===== src/rtl/sdram_guard_pkg.sv =====
package sdram_guard_pkg;

    localparam int CODE_W   = 4;
    localparam int MRS_HOLD = 2;

    typedef enum logic [3:0] {
        OP_DESEL, OP_NOP, OP_BST, OP_RD, OP_WR,
        OP_ACT, OP_PRE, OP_REF, OP_MRS
    } op_e;

    typedef enum logic [1:0] {
        BK_IDLE, BK_REFR, BK_MRS
    } bank_st_e;

    typedef struct packed {
        op_e  op;
        logic ap;
    } bus_cmd_t;

    function automatic op_e decode_op(input logic s_n, input logic r_n,
                                      input logic c_n, input logic w_n);
        op_e r;
        if (s_n) begin
            r = OP_DESEL;
        end else begin
            case ({r_n, c_n, w_n})
                3'b000:  r = OP_MRS;
                3'b001:  r = OP_REF;
                3'b010:  r = OP_PRE;
                3'b011:  r = OP_ACT;
                3'b100:  r = OP_WR;
                3'b101:  r = OP_RD;
                3'b110:  r = OP_BST;
                default: r = OP_NOP;
            endcase
        end
        return r;
    endfunction

    function automatic logic [CODE_W-1:0] code_of(input op_e op, input logic ap);
        logic [CODE_W-1:0] r;
        case (op)
            OP_MRS:  r = 4'd1;
            OP_REF:  r = 4'd2;
            OP_PRE:  r = 4'd3;
            OP_ACT:  r = 4'd4;
            OP_WR:   r = ap ? 4'd6 : 4'd5;
            OP_RD:   r = ap ? 4'd8 : 4'd7;
            OP_BST:  r = 4'd9;
            default: r = 4'd0;
        endcase
        return r;
    endfunction

endpackage


===== src/rtl/sdram_cmd_decode.sv =====
module sdram_cmd_decode
    import sdram_guard_pkg::*;
(
    input  logic     chip_sel_n,
    input  logic     row_strobe_n,
    input  logic     col_strobe_n,
    input  logic     wr_en_n,
    input  logic     ap_bit,
    output bus_cmd_t cmd
);
    always_comb begin
        cmd.op = decode_op(chip_sel_n, row_strobe_n, col_strobe_n, wr_en_n);
        cmd.ap = ap_bit;
    end
endmodule


===== src/rtl/sdram_bank_track.sv =====
module sdram_bank_track
    import sdram_guard_pkg::*;
#(
    parameter int T_RC  = 7,
    parameter int T_RRD = 2,
    localparam int CW   = $clog2(T_RC + 1),
    localparam int RW   = (T_RRD > 1) ? $clog2(T_RRD + 1) : 1
) (
    input  logic clk,
    input  logic rst,
    input  logic clk_en,
    input  logic start_ref,
    input  logic start_mrs,
    input  logic start_act,
    output logic busy,
    output logic in_mrs,
    output logic act_window
);
    bank_st_e        st;
    logic [CW-1:0]   left;
    logic [RW-1:0]   rrd;

    always_ff @(posedge clk) begin
        if (rst) begin
            st   <= BK_IDLE;
            left <= '0;
            rrd  <= '0;
        end else begin
            if (st != BK_IDLE && clk_en) begin
                if (left <= CW'(1)) st <= BK_IDLE;
                else                left <= left - CW'(1);
            end
            if (clk_en && rrd != '0) rrd <= rrd - RW'(1);
            if (start_ref) begin
                st   <= BK_REFR;
                left <= CW'(T_RC - 1);
            end else if (start_mrs) begin
                st   <= BK_MRS;
                left <= CW'(MRS_HOLD - 1);
            end
            if (start_act) rrd <= RW'(T_RRD - 1);
        end
    end

    assign busy       = (st != BK_IDLE);
    assign in_mrs     = (st == BK_MRS);
    assign act_window = (rrd != '0);

    AST_MRS_SINGLE_CYCLE: assert property (@(posedge clk) disable iff (rst)
        (st == BK_MRS && clk_en && !start_ref && !start_mrs) |=> (st == BK_IDLE));
    AST_SELF_REF_HOLDS: assert property (@(posedge clk) disable iff (rst)
        (st == BK_REFR && !clk_en && !start_mrs) |=> (st == BK_REFR && $stable(left)));
    AST_LEFT_BOUND: assert property (@(posedge clk) disable iff (rst)
        left <= CW'(T_RC - 1));
    AST_RRD_BOUND: assert property (@(posedge clk) disable iff (rst)
        rrd <= RW'(T_RRD - 1));
endmodule


===== src/rtl/sdram_rule_check.sv =====
module sdram_rule_check
    import sdram_guard_pkg::*;
#(
    parameter int NUM_BANKS = 2,
    localparam int BANK_W   = (NUM_BANKS > 1) ? $clog2(NUM_BANKS) : 1
) (
    input  bus_cmd_t             cmd,
    input  logic [BANK_W-1:0]    bank,
    input  logic [NUM_BANKS-1:0] busy,
    input  logic [NUM_BANKS-1:0] in_mrs,
    input  logic [NUM_BANKS-1:0] act_window,
    output logic                 viol
);
    logic [NUM_BANKS-1:0] hit;
    logic any_busy, any_mrs, other_win, sel_busy;

    always_comb begin
        hit       = '0;
        hit[bank] = 1'b1;
        any_busy  = |busy;
        any_mrs   = |in_mrs;
        other_win = |(act_window & ~hit);
        sel_busy  = |(busy & hit);
        case (cmd.op)
            OP_MRS, OP_REF: viol = any_busy;
            OP_BST:         viol = any_mrs;
            OP_PRE:         viol = cmd.ap ? any_busy : sel_busy;
            OP_ACT:         viol = sel_busy | other_win;
            OP_WR, OP_RD:   viol = sel_busy;
            default:        viol = 1'b0;
        endcase
    end
endmodule


===== src/rtl/sdram_cmd_guard.sv =====
module sdram_cmd_guard
    import sdram_guard_pkg::*;
#(
    parameter int NUM_BANKS = 2,
    parameter int T_RC      = 7,
    parameter int T_RRD     = 2,
    localparam int BANK_W   = (NUM_BANKS > 1) ? $clog2(NUM_BANKS) : 1
) (
    input  logic              clk,
    input  logic              rst,
    input  logic              clk_en,
    input  logic              chip_sel_n,
    input  logic              row_strobe_n,
    input  logic              col_strobe_n,
    input  logic              wr_en_n,
    input  logic [BANK_W-1:0] bank,
    input  logic              ap_bit,
    output logic              illegal,
    output logic [CODE_W-1:0] illegal_code
);
    bus_cmd_t             cmd;
    logic                 cke_q;
    logic                 viol, accept;
    logic [NUM_BANKS-1:0] busy, in_mrs, act_window;

    sdram_cmd_decode u_decode (
        .chip_sel_n  (chip_sel_n),
        .row_strobe_n(row_strobe_n),
        .col_strobe_n(col_strobe_n),
        .wr_en_n     (wr_en_n),
        .ap_bit      (ap_bit),
        .cmd         (cmd)
    );

    sdram_rule_check #(.NUM_BANKS(NUM_BANKS)) u_rules (
        .cmd       (cmd),
        .bank      (bank),
        .busy      (busy),
        .in_mrs    (in_mrs),
        .act_window(act_window),
        .viol      (viol)
    );

    assign accept = cke_q && !viol;

    for (genvar b = 0; b < NUM_BANKS; b++) begin : g_bank
        sdram_bank_track #(.T_RC(T_RC), .T_RRD(T_RRD)) u_track (
            .clk       (clk),
            .rst       (rst),
            .clk_en    (clk_en),
            .start_ref (accept && cmd.op == OP_REF),
            .start_mrs (accept && cmd.op == OP_MRS),
            .start_act (accept && cmd.op == OP_ACT && bank == BANK_W'(b)),
            .busy      (busy[b]),
            .in_mrs    (in_mrs[b]),
            .act_window(act_window[b])
        );
    end

    always_ff @(posedge clk) begin
        if (rst) begin
            cke_q        <= 1'b1;
            illegal      <= 1'b0;
            illegal_code <= '0;
        end else begin
            cke_q        <= clk_en;
            illegal      <= cke_q && viol;
            illegal_code <= (cke_q && viol) ? code_of(cmd.op, cmd.ap) : '0;
        end
    end

    AST_UNCHECKED_QUIET: assert property (@(posedge clk) disable iff (rst)
        !cke_q |=> !illegal);
    AST_CODE_ZERO_IDLE: assert property (@(posedge clk) disable iff (rst)
        !illegal |-> illegal_code == '0);
    AST_CODE_WITH_FLAG: assert property (@(posedge clk) disable iff (rst)
        illegal |-> illegal_code != '0);
    AST_NOP_ACCEPTED: assert property (@(posedge clk) disable iff (rst)
        (cke_q && (cmd.op == OP_NOP || cmd.op == OP_DESEL)) |=> !illegal);
    AST_BUSY_BANK_ACT: assert property (@(posedge clk) disable iff (rst)
        (cke_q && cmd.op == OP_ACT && busy[bank]) |=> (illegal && illegal_code == 4'd4));
    AST_MRS_NEEDS_IDLE: assert property (@(posedge clk) disable iff (rst)
        (cke_q && cmd.op == OP_MRS && (|busy)) |=> (illegal && illegal_code == 4'd1));
endmodule


===== config.mk =====
export PLATFORM = sky130hd
export DESIGN_NAME = sdram_cmd_guard
export DESIGN_NICKNAME = d
export VERILOG_FILES = /design/src/rtl/sdram_guard_pkg.sv /design/src/rtl/sdram_cmd_decode.sv /design/src/rtl/sdram_bank_track.sv /design/src/rtl/sdram_rule_check.sv /design/src/rtl/sdram_cmd_guard.sv
export SDC_FILE = /design/constraint.sdc
export NUM_CORES = 1
export LEC_CHECK = 0
export BUFFER_PORTS_ARGS = -buffer_cell sky130_fd_sc_hd__buf_2
export CAP_MARGIN = 0
export CORE_UTILIZATION = 50
export DETAILED_ROUTE_END_ITERATION = 6
export GPL_TIMING_DRIVEN = 0
export HOLD_SLACK_MARGIN = 0.03
export MAX_ROUTING_LAYER = met4
export PLACE_DENSITY = 0.72
export SLEW_MARGIN = 20
export SYNTH_ARGS = -nofsm -noshare
export SYNTH_HDL_FRONTEND = slang
export SYNTH_HIERARCHICAL = 1
export SYNTH_SLANG_ARGS = --single-unit

===== constraint.sdc =====
create_clock -name clk -period 3 [get_ports clk]
set_input_delay 0.6 -clock clk [delete_from_list [all_inputs] [get_ports clk]]
set_output_delay 0.6 -clock clk [all_outputs]
set_load 0.05 [all_outputs]

# Word-level counts from Yosys, hierarchy flattened
# Index checks and enable logic that the tools add are counted.
# word_totals
ff_bits,20
in_bits,9
out_inout_bits,5
# op_classes
n_lt_le_gt_ge,4
eq_ne,19
addsub,4
reduce_logical,46
muxes,29
n_bitwise,6
# op_table
op,n
4-bit one-hot mux with 7 select lines,2
3-bit two-way mux,8
2-bit nonzero test,10
2-bit OR reduction,10
4-bit by 3-bit equality test with 1-bit output (second input constant),4
2-bit AND reduction,8
2-bit two-way mux,7
1-bit logical AND,12
3-bit nonzero test,4
3-bit equality test (second input constant),3
4-bit by 2-bit equality test with 1-bit output (second input constant),2
1-bit two-way mux,8
4-bit two-way mux,2
3-bit by 2-bit equality test with 1-bit output (second input constant),2
3-bit by 1-bit less-or-equal comparator with 1-bit output (second input constant),2
3-bit by 1-bit subtractor with 3-bit output (second input constant),2
1-bit one-hot mux with 5 select lines,1
2-bit bitwise AND,2
2-bit equality test (second input constant),2
4-bit equality test (second input constant),1
2-bit by 1-bit subtractor with 2-bit output (second input constant),2
3-bit by 1-bit equality test with 1-bit output (second input constant),1
3-bit zero test,1
3-bit by 1-bit inequality test with 1-bit output (second input constant),1
10 further kinds,11

# Depth between registers and ports, before layout
# logic_depth
depth_word,14
depth_mapped,14
depth_no_buf,14

# Cells and area by module
# The synthesis kept the hierarchy.
# modules_own_cells
mod,n_inst,area_each_um2,cells_each
sdram_bank_track,2,415.4,50
sdram_cmd_guard,1,281.5,30
sdram_cmd_decode,1,117.6,15
sdram_rule_check,1,92.6,15

# Least setup slack after synthesis
# No wires, ideal clock.
# synth_timing
path_type,input to register
from,in col_strobe_n
to,reg g_bank[0].u_track.left[0]
arrival_ps,3050
required_ps,2867
setup_slack_ps,-184
setup_time_ps,133
n_path_buf,0
cell_stages,14
path_cell_list,inv_1 > ha_1 > nor4_1 > nor3_1 > nor2_1 > o21ai_0 > o21ai_1 > a311o_1 > nor4bb_1 > nand2_1 > nor2_1 > nor2_1 > o31ai_1 > nor3_1
# synth_rtl
item,line_no,text
from (decl),sdram_cmd_guard.sv:14,"input logic col_strobe_n,"
to (signal assigned),sdram_bank_track.sv:31,else left <= left - CW'(1);
to (signal assigned),sdram_bank_track.sv:36,left <= CW'(T_RC - 1);
to (signal assigned),sdram_bank_track.sv:39,left <= CW'(MRS_HOLD - 1);
to (decl),sdram_bank_track.sv:20,logic [CW-1:0] left;

==> metrics <==
result of the run=finished clean; total of buffers placed on input and output ports=12; Final period util=0.9625; Worst-Skew Late Latency=320 ps; number of global-route vias before repair=1080; effective utilization at floorplan=0.5338; maximum achievable frequency=0.3463 GHz; clock input transition at the sequential cells of the worst setup and hold paths=130 ps; Critical Path AT=3100 ps; switching fraction of total power=0.2617; logic depth of the worst register-to-register path=10; worst r2r src=g_bank[0].u_track/st[1]; average size of a mapped cell=8.266 µm²; leakage power=0.6345 nW; Synth Cell Area=0.001323 mm²; Synthesized Nets=179; CP startpoint=wr_en_n; maximum number of pins on one net before global-route repair=15; switching power=around 0.17 mW; type of element launching the critical path=primary input; slew at the pin closest to its max-slew limit=around 360 ps; Ports=14; DP Area=0.001429 mm²; TritonCTS clock tree=done; sequential-to-total area share from yosys stat=0.3027; number of standard cells in the layout, taps in and fillers out=between 200 and 250; area share of the largest cell type after synthesis=0.3027; total of flip-flops plus latches after synthesis=20; crit path capture type=register; minimum period implied by the final worst setup slack=2888 ps; number of buffers between clock root and the deepest sink=2; HPWL after detailed placement=2035 µm; hold-fix buffers at CTS=0; critical path required time=around 3200 ps; internal power consumption=0.4711 mW; global router's overall resource usage=0.2267; Layout Cell Area excl Fill=around 0.0016 mm²; Critical Setup Path Class=primary input to register; # nets final=201; Detailed Route WL=2870 µm; Core Area=0.002477 mm²; post-synthesis cell type count=40; diode count=0; initial antenna violation count=0; deepest level of the CTS H-tree=1; top fanout value on the critical path=11; Synth warnings=6; Post-synth EDFFs=0; remaining max-slew budget at the tightest pin=0.7513; worst hold-check slack=514.5 ps; DRT iter0 DRCs=22; total congestion overflow after global routing=0; via count=1206; share of synthesized registers carrying an async set or reset=0; placed cell count=202; maximum resistive drop on vdd=0.3743 mV; max-cap check violation count=0; aggregate negative setup slack=0 ps; DRC errors left=0; min-delay worst type=register to register; layout cells sized above 1=0.2155; relative contribution of sequential cells to total power=0.444; flip-flop cell with the highest count after synthesis=sky130_fd_sc_hd__dfxtp_1; width of the chip=53.43 µm; setup violators final=0; number of nets with antenna violations after detailed routing=0; Area growth syn-to-layout=19.02%; clk root buf=sky130_fd_sc_hd__clkbuf_4; setup skew after layout=22.22 ps; endpoint of the most critical setup path=g_bank[1].u_track/rrd[1]; Placement Rows=18; final number of max-transition violations=0; reg-to-reg setup timing slack=between 400 and 500 ps; die extent in y=53.43 µm; relative contribution of combinational cells to total power=0.203; gate count after technology mapping=160; critical register-to-register path endpoint=g_bank[1].u_track/rrd[1]; main area contributors after synthesis=sky130_fd_sc_hd__dfxtp_1 (30%), sky130_fd_sc_hd__ha_1 (9.5%), sky130_fd_sc_hd__inv_1 (6.5%); final core utilization=0.6354; largest area contributor in the synthesized netlist=sky130_fd_sc_hd__dfxtp_1; TritonCTS Sinks=20; vias per cell=5.716; first-pass GRT wire length=around 4700 µm; Clock Power Share=0.353; drt wl/cell=13.60 µm; routability congestion estimate=0.8542; number of hold violations in the final report=0; CTS Buf Count=3; DRT Pass-1 Iters=4; floorplan die area=about 0.0029 mm²; Pwr Density=between 400 and 500 mW/mm²
## synth_stat cells (all sizes together), types with 3 or more instances
cell,n
nor2,10
nor4,4
or2,5
nor3,6
a21oi,5
dfxtp,20
nand3b,3
o21a,5
nor3b,5
nor2b,6
inv,23
a2111oi,4
o21ba,3
o21ai,8
nand2b,3
ha,10
nand2,7
## critical path, cell delays in order
cell and delay (ps):
sky130_fd_sc_hd__buf_2 100, sky130_fd_sc_hd__inv_1 60, sky130_fd_sc_hd__ha_1 230, sky130_fd_sc_hd__o21ba_2 230, sky130_fd_sc_hd__a21oi_4 240, sky130_fd_sc_hd__nor2b_2 210, sky130_fd_sc_hd__a21oi_1 80, sky130_fd_sc_hd__nor4b_1 360
sky130_fd_sc_hd__a311o_1 240, sky130_fd_sc_hd__nor4bb_1 70, sky130_fd_sc_hd__nand2_1 160, sky130_fd_sc_hd__buf_4 130, sky130_fd_sc_hd__nor3b_1 50, sky130_fd_sc_hd__a2111oi_0 350
## registers in the layout, indices dropped and copies added (netlist names)
| signal | count |
|---|---|
| illegal_code | 4 |
| illegal | 1 |
| g_bank.u_track/rrd | 4 |
| g_bank.u_track/st | 4 |
| cke_q | 1 |
| g_bank.u_track/left | 6 |
## power groups by stage
stage | logic, mW | clock network, mW | registers [mW]
after detailed placement | 0.115 | 0 | 0.289
after CTS | 0.119 | 0.228 | 0.283
after global placement | 0.109 | 0 | 0.288
after global routing | 0.147 | 0.241 | 0.285
final | 0.129 | 0.225 | 0.283
after floorplan | 0.0842 | 0 | 0.290
## through the flow
stage	setup slack, ps	power, mW
final	112.4	0.6381
after global placement	-455.6	0.3977
after floorplan	2.902	0.3747
after detailed placement	-599.3	0.4046
after global routing	-32.43	0.6729
after CTS	10.43	0.6298
## worst min path at each step
stage / startpoint / end / slack (ps) / cells after the start
after floorplan: g_bank[0].u_track/st[1] / g_bank[0].u_track/st[1] / 460 / 2
after global placement: g_bank[0].u_track/st[1] / g_bank[0].u_track/st[1] / 480 / 2
after detailed placement: g_bank[1].u_track/st[1] / g_bank[1].u_track/st[1] / 490 / 2
after CTS: g_bank[0].u_track/st[1] / g_bank[0].u_track/st[1] / 510 / 2
after global routing: g_bank[0].u_track/st[1] / g_bank[0].u_track/st[1] / 530 / 2
final: g_bank[0].u_track/st[1] / g_bank[0].u_track/st[1] / 510 / 2
## timing repair
item	in CTS	in global routing
pin swaps	0	5
buffers inserted	0	5
resized for setup	4	9
endpoints found under the setup margin	10	15
## per-layer routing
metal,global-route usage,vias to the layer above,share of wire
li1,-,616,-
met1,0.2718,556,0.46
met2,0.3792,32,0.49
met3,0.05460,2,0.042
met4,0.05263,0,0.0049
met5,-,-,0
## placed cells by master, fill, tap and decap left out, types with 2 or more instances in the layout
master and count:
sky130_fd_sc_hd__nand4_1 2, sky130_fd_sc_hd__nand2b_1 3, sky130_fd_sc_hd__a2111oi_0 3, sky130_fd_sc_hd__nor2_1 8
sky130_fd_sc_hd__nor3_1 5, sky130_fd_sc_hd__or2_1 2, sky130_fd_sc_hd__nor2b_1 4, sky130_fd_sc_hd__nor2b_2 2
sky130_fd_sc_hd__xnor2_1 2, sky130_fd_sc_hd__o21ai_0 7, sky130_fd_sc_hd__nand3b_1 3, sky130_fd_sc_hd__and2b_1 2
sky130_fd_sc_hd__dfxtp_1 20, sky130_fd_sc_hd__buf_4 6, sky130_fd_sc_hd__buf_2 12, sky130_fd_sc_hd__a2111o_1 2
sky130_fd_sc_hd__o41ai_1 2, sky130_fd_sc_hd__o211a_1 2, sky130_fd_sc_hd__a21oi_1 4, sky130_fd_sc_hd__inv_1 23
sky130_fd_sc_hd__o2111ai_1 2, sky130_fd_sc_hd__clkbuf_4 3, sky130_fd_sc_hd__ha_1 10, sky130_fd_sc_hd__o21ba_2 3
sky130_fd_sc_hd__nor4b_1 2, sky130_fd_sc_hd__clkbuf_1 2, sky130_fd_sc_hd__nand3_1 2, sky130_fd_sc_hd__nor4bb_1 2
sky130_fd_sc_hd__a31oi_1 2, sky130_fd_sc_hd__a221oi_1 2, sky130_fd_sc_hd__o31ai_1 2, sky130_fd_sc_hd__nor3b_1 3
sky130_fd_sc_hd__or2_2 3, sky130_fd_sc_hd__nor3b_2 2, sky130_fd_sc_hd__o21a_1 5, sky130_fd_sc_hd__nor4_1 3
sky130_fd_sc_hd__nand2_1 7
## kinds of logic (layout without fill, tap and decap cells)
family                   count (synthesis)  after routing  synth area share
AO/OA/AOI/OAI                           40             40            0.2271
AND/OR/NAND/NOR                         62             62            0.2857
buffers and inverters                   26             47           0.07663
adder cells (fa/ha/maj)                 10             10           0.09461
XOR/XNOR                                 2              2           0.01325
flip-flops                              20             20            0.3027
## area by class of cell
cell class,count,area (µm²)
repair buffers,17,97.59
well taps,30,37.54
flip-flops and latches,20,400.4
fillers,210,903.4
plain buffers,3,15.01
inverters,23,86.33
clock inverters,1,30.03
clock buffers,3,22.52
multi-input cells,114,884.6
Power figures use the tool's default switching activity.
